File: src/rtl/i2c_irq_pkg.sv
package i2c_irq_pkg;
  localparam int NUM_EVT = 7;
  localparam int DATA_W  = 16;

  // Flag positions; these also fix the priority order and the vector codes.
  localparam int BIT_ARB  = 0;
  localparam int BIT_NACK = 1;
  localparam int BIT_ARDY = 2;
  localparam int BIT_RX   = 3;
  localparam int BIT_TX   = 4;
  localparam int BIT_STOP = 5;
  localparam int BIT_TGT  = 6;
  localparam int BIT_RSF  = 11;
  localparam int BIT_BB   = 12;

  typedef enum logic [1:0] {
    RD_NONE   = 2'd0,
    RD_MASK   = 2'd1,
    RD_STATUS = 2'd2,
    RD_VECTOR = 2'd3
  } rdSel_e;

  typedef struct packed {
    logic   wrMask;
    logic   wrStatus;
    rdSel_e rdSel;
  } regStrobe_t;
endpackage

File: src/rtl/i2c_irq_ctrl.sv
module i2c_irq_ctrl
  import i2c_irq_pkg::*;
#(
  parameter int ADDR_W   = 8,
  parameter int OFS_MASK = 'h04,
  parameter int OFS_STAT = 'h08,
  parameter int OFS_VEC  = 'h28
) (
  input  logic [ADDR_W-1:0] regAddr,
  input  logic              regWrEn,
  output regStrobe_t        stb
);
  localparam logic [ADDR_W-1:0] A_MASK = ADDR_W'(OFS_MASK);
  localparam logic [ADDR_W-1:0] A_STAT = ADDR_W'(OFS_STAT);
  localparam logic [ADDR_W-1:0] A_VEC  = ADDR_W'(OFS_VEC);

  logic hitMask, hitStat, hitVec;

  always_comb begin
    hitMask = (regAddr == A_MASK);
    hitStat = (regAddr == A_STAT);
    hitVec  = (regAddr == A_VEC);

    stb.wrMask   = regWrEn && hitMask;
    stb.wrStatus = regWrEn && hitStat;

    if (hitMask)      stb.rdSel = RD_MASK;
    else if (hitStat) stb.rdSel = RD_STATUS;
    else if (hitVec)  stb.rdSel = RD_VECTOR;
    else              stb.rdSel = RD_NONE;
  end
endmodule

File: src/rtl/i2c_irq_dp.sv
module i2c_irq_dp
  import i2c_irq_pkg::*;
#(
  parameter int EVT_N = NUM_EVT,
  parameter int DW    = DATA_W,
  parameter int RX_BIT = BIT_RX,
  parameter int TX_BIT = BIT_TX,
  parameter int RSF_BIT = BIT_RSF,
  parameter int BB_BIT  = BIT_BB
) (
  input  logic             clk,
  input  logic             rstN,
  input  regStrobe_t       stb,
  input  logic [DW-1:0]    regWrData,
  input  logic [EVT_N-1:0] evPulse,
  input  logic             rxDataRead,
  input  logic             txDataWrite,
  input  logic             lvlBusBusy,
  input  logic             lvlRxShiftFull,
  output logic [EVT_N-1:0] flagQ,
  output logic [EVT_N-1:0] maskQ,
  output logic [DW-1:0]    vecCode,
  output logic [DW-1:0]    regRdData,
  output logic             irqOut
);
  localparam int CODE_W = $clog2(EVT_N + 1);

  logic [EVT_N-1:0] clrVec;
  logic [EVT_N-1:0] flagD;
  logic [EVT_N-1:0] pending;
  logic [CODE_W-1:0] codeSel;
  logic [DW-1:0] statusWord;

  // Per-flag clear sources and next state.
  for (genvar i = 0; i < EVT_N; i++) begin : g_flag
    logic sideClr;
    if (i == RX_BIT) begin : g_rx
      assign sideClr = rxDataRead;
    end else if (i == TX_BIT) begin : g_tx
      assign sideClr = txDataWrite;
    end else begin : g_none
      assign sideClr = 1'b0;
    end
    assign clrVec[i] = (stb.wrStatus && regWrData[i]) || sideClr;
    // A new event takes precedence over any clear in the same cycle.
    assign flagD[i]  = evPulse[i] || (flagQ[i] && !clrVec[i]);
  end

  always_ff @(posedge clk) begin
    if (!rstN) begin
      flagQ <= '0;
      maskQ <= '0;
    end else begin
      flagQ <= flagD;
      if (stb.wrMask) maskQ <= regWrData[EVT_N-1:0];
    end
  end

  assign pending = flagQ & maskQ;
  assign irqOut  = |pending;

  // Lowest pending position wins; the code is position + 1.
  always_comb begin
    codeSel = '0;
    for (int k = EVT_N - 1; k >= 0; k--) begin
      if (pending[k]) codeSel = CODE_W'(k + 1);
    end
    vecCode = DW'(codeSel);
  end

  always_comb begin
    statusWord = '0;
    statusWord[EVT_N-1:0] = flagQ;
    statusWord[RSF_BIT]   = lvlRxShiftFull;
    statusWord[BB_BIT]    = lvlBusBusy;
  end

  always_comb begin
    unique case (stb.rdSel)
      RD_MASK:   regRdData = DW'(maskQ);
      RD_STATUS: regRdData = statusWord;
      RD_VECTOR: regRdData = vecCode;
      default:   regRdData = '0;
    endcase
  end
endmodule

File: src/rtl/i2c_irq_vector.sv
module i2c_irq_vector
  import i2c_irq_pkg::*;
#(
  parameter int ADDR_W = 8,
  parameter int DW     = DATA_W
) (
  input  logic              clk,
  input  logic              rstN,
  input  logic              evArbLost,
  input  logic              evNack,
  input  logic              evAccRdy,
  input  logic              evRxRdy,
  input  logic              evTxRdy,
  input  logic              evStop,
  input  logic              evAddrTgt,
  input  logic              lvlBusBusy,
  input  logic              lvlRxShiftFull,
  input  logic              rxDataRead,
  input  logic              txDataWrite,
  input  logic [ADDR_W-1:0] regAddr,
  input  logic              regWrEn,
  input  logic [DW-1:0]     regWrData,
  output logic [DW-1:0]     regRdData,
  output logic              irqOut
);
  regStrobe_t         stb;
  logic [NUM_EVT-1:0] evPulse;
  logic [NUM_EVT-1:0] flagQ;
  logic [NUM_EVT-1:0] maskQ;
  logic [DW-1:0]      vecCode;

  always_comb begin
    evPulse           = '0;
    evPulse[BIT_ARB]  = evArbLost;
    evPulse[BIT_NACK] = evNack;
    evPulse[BIT_ARDY] = evAccRdy;
    evPulse[BIT_RX]   = evRxRdy;
    evPulse[BIT_TX]   = evTxRdy;
    evPulse[BIT_STOP] = evStop;
    evPulse[BIT_TGT]  = evAddrTgt;
  end

  i2c_irq_ctrl #(.ADDR_W(ADDR_W)) u_ctrl (
    .regAddr (regAddr),
    .regWrEn (regWrEn),
    .stb     (stb)
  );

  i2c_irq_dp #(.DW(DW)) u_dp (
    .clk            (clk),
    .rstN           (rstN),
    .stb            (stb),
    .regWrData      (regWrData),
    .evPulse        (evPulse),
    .rxDataRead     (rxDataRead),
    .txDataWrite    (txDataWrite),
    .lvlBusBusy     (lvlBusBusy),
    .lvlRxShiftFull (lvlRxShiftFull),
    .flagQ          (flagQ),
    .maskQ          (maskQ),
    .vecCode        (vecCode),
    .regRdData      (regRdData),
    .irqOut         (irqOut)
  );
endmodule

File: config.mk
export PLATFORM = sky130hd
export DESIGN_NAME = i2c_irq_vector
export DESIGN_NICKNAME = d
export VERILOG_FILES = /design/src/rtl/i2c_irq_pkg.sv /design/src/rtl/i2c_irq_ctrl.sv /design/src/rtl/i2c_irq_dp.sv /design/src/rtl/i2c_irq_vector.sv
export SDC_FILE = /design/constraint.sdc
export NUM_CORES = 1
export LEC_CHECK = 0
export BUFFER_PORTS_ARGS = -buffer_cell sky130_fd_sc_hd__buf_4
export CAP_MARGIN = 20
export CORE_MARGIN = 5
export CORE_UTILIZATION = 45
export CTS_BUF_LIST = sky130_fd_sc_hd__clkbuf_8
export CTS_CLUSTER_SIZE = 14
export DETAILED_ROUTE_END_ITERATION = 10
export PLACE_DENSITY = 0.94
export SETUP_SLACK_MARGIN = 0.2
export SLEW_MARGIN = 20
export SYNTH_ARGS = -nofsm -noshare
export SYNTH_HDL_FRONTEND = slang
export SYNTH_SLANG_ARGS = --single-unit
export TNS_END_PERCENT = 5
File: constraint.sdc
create_clock -name clk -period 2.4 [get_ports clk]
set_input_delay 0.12 -clock clk [delete_from_list [all_inputs] [get_ports clk]]
set_output_delay 0.12 -clock clk [all_outputs]
set_load 0.01 [all_outputs]
==> metrics.txt <==
die width=53.6 um; predominant post-synthesis flop cell=dfxtp_1; DR pass1 iterations=4; TritonCTS Sinks=14; Slew headroom=between 60% and 70%; Period minus WS final=1.87 ns; DP Area=1120 um2; status=finished, final reports clean; Cells after Synth=~110; GP Congestion=a little over 0.7; RSZ-0062 raised after global routing=no; Core Rows=15; first-pass GRT wire length=3550 um; final hold vios=0; Worst Path Class, Setup=primary input to primary output; share of cells above drive strength 1=between 30% and 40%; Area contributors post-synth=dfxtp_1, nand2_1, mux2i_1; CTS Buf Count=3; die span in y=approximately 54 um; Yosys cell types=28; Die ar.=2880 um2; f_max=536 MHz; root buf cell=clkbuf_8; GR Util All Layers=17.0%; R2R Setup Slk=1.57 ns; Avg Cell Area, Syn=around 7.9 um2; Mapped Area=857 um2; register bit total from synthesis=14; vias=908; async set-or-reset flop fraction in the synthesized netlist=0%; CTS Hold Buffers Added=0; final instance area=1160 um2; setup tns final=0 ns; Worst-Skew Late Latency=approximately 0.24 ns; Reg-to-Reg End=u_dp.flagQ[4]; Max IR drop VDD=roughly 0.00038 V; top cells by count, synth=nand2_1, dfxtp_1, buf_4, mux2i_1; Initial DRC Count=19; final setup vio count=0; TritonCTS clock tree=done; GRT Residual Overflow=0; PwrDens=441 nW/um2; part of the cycle the worst path needs=~78%; Clock Pin Slew Worst Setup and Hold Paths=about 0.060 ns; pins over their slew limit=0; clock skew=0 ns; area delta synth->final=35.6%; synthesis warning total=0; antenna violations before repair=0; maximum root-to-sink buffer count=2; vias in the first global route=884; final WL=roughly 2300 um; Lkg Pwr=0.569 nW; Post-synth EDFFs=0; CP most frequent cell=buf_4; Detail Route Antenna Nets=0; Initial Utilization=between 40 and 50%; CP cell instances=buf_4 > nor4b_1 > and3b_1 > a22oi_1 > o21ai_1 > buf_4; CP required=about 2.3 ns; nets@finish=183; Setup crit start kind=primary input; largest net degree at the start of global routing=22; area leader, netlist=dfxtp_1; crit path capture type=primary output; crit path max fanout=16; Vias/cell=5.40; slowest library cell on the worst path=and3b_1; WL per Instance=13.4 um; Worst R2R Path Depth=3; Post-CTS Setup Bufs=0; cell count after placement=between 150 and 200; Critical Path Source=regAddr[1]; max_cap viols=0; post-synth top area share=between 30% and 40%; CTS resizes=0; critical path arrival=1.75 ns; crit path to=regRdData[1]; DPL Wire Length=1790 um; most common cell in the netlist=nand2_1; Critical R2R Launch=u_dp.flagQ[4]; buffers added on ports=38; Final Non-Filler Cells=168; core region area=1760 um2; crit-path max cell delay=0.61 ns; CTS H-tree lvls=1; sequential share of the synthesized area=32.7%; Worst Tran Pin Value=0.576 ns; n_diodes=0; hold crit path type=primary input to flop; DRC errors left=0; Top-Level Pins=55
cell usage in the layout, fill, tap and decap left out, types with 3 or more instances in the layout:
master	instances
a21oi_1	5
dfxtp_1	14
clkbuf_8	3
a22o_1	5
nor2_1	5
o21ai_0	5
nand2_1	26
conb_1	7
mux2i_1	7
buf_4	38
registers in the layout (all words and copies together), names as in the netlist:
register    count
u_dp.flagQ      7
u_dp.maskQ      7
worst max-delay path: cells and delay by family:
| kind | cells | cell delay (ns) |
|---|---|---|
| buffers and inverters | 2 | 0.26 |
| AO/OA/AOI/OAI | 2 | 0.30 |
| AND/OR/NAND/NOR | 2 | 1.06 |
how the worst min path moves through the flow:
| stage | start | end | slack, ns | cells past startpoint |
|---|---|---|---|---|
| after global routing | evRxRdy | u_dp.flagQ[3] | 0.09 | 2 |
| after floorplan | evRxRdy | u_dp.flagQ[3] | 0.24 | 1 |
| after global placement | evTxRdy | u_dp.flagQ[4] | 0.33 | 2 |
| final | evRxRdy | u_dp.flagQ[3] | 0.08 | 2 |
| after detailed placement | evTxRdy | u_dp.flagQ[4] | 0.33 | 2 |
| after CTS | evTxRdy | u_dp.flagQ[4] | 0.08 | 2 |
stage by stage:
stage	hold slack, ns	utilization [%]	power, mW	worst slack, ns
6_report	0.0763	65.9	0.512	0.534
5_1_grt	0.0909	65.9	0.540	0.369
4_1_cts	0.0754	65.9	0.518	0.527
3_5_place_dp	0.335	63.5	0.326	0.538
3_3_place_gp	0.331	63.5	0.321	0.557
2_1_floorplan	0.244	-	0.289	1.00
metal layers:
| layer | up-vias | routed length [um] | global-route usage (%) | part of all wire, % |
|---|---|---|---|---|
| met5 | - | 0 | 0 | 0 |
| met4 | 0 | 40 | 9.36 | 1.8 |
| met3 | 5 | 206 | 3.88 | 9.1 |
| met2 | 43 | 1180 | 31.8 | 52 |
| met1 | 418 | 829 | 17.3 | 37 |
| li1 | 442 | - | - | - |
cells by family after synthesis:
group,synth area share [%]
mux,8.18
compound gates,22.6
simple gates,26.4
flops,32.7
other cells,0.438
buf+inv,9.64
report_power, final:
group          switching [mW]  total (mW)  internal, mW
clock                  0.0805       0.192         0.111
sequential            0.00777       0.249         0.241
combinational          0.0321      0.0720        0.0399
total                   0.120       0.512         0.392
cell type report:
type,instances,area (um2)
flip-flops and latches,14,280
fillers,161,602
repair buffers,38,285
clock buffers,3,41.3
multi-input cells,86,517
inverters,2,7.51
well taps,25,31.3
Note: power is estimated with default switching activity, not from simulation.
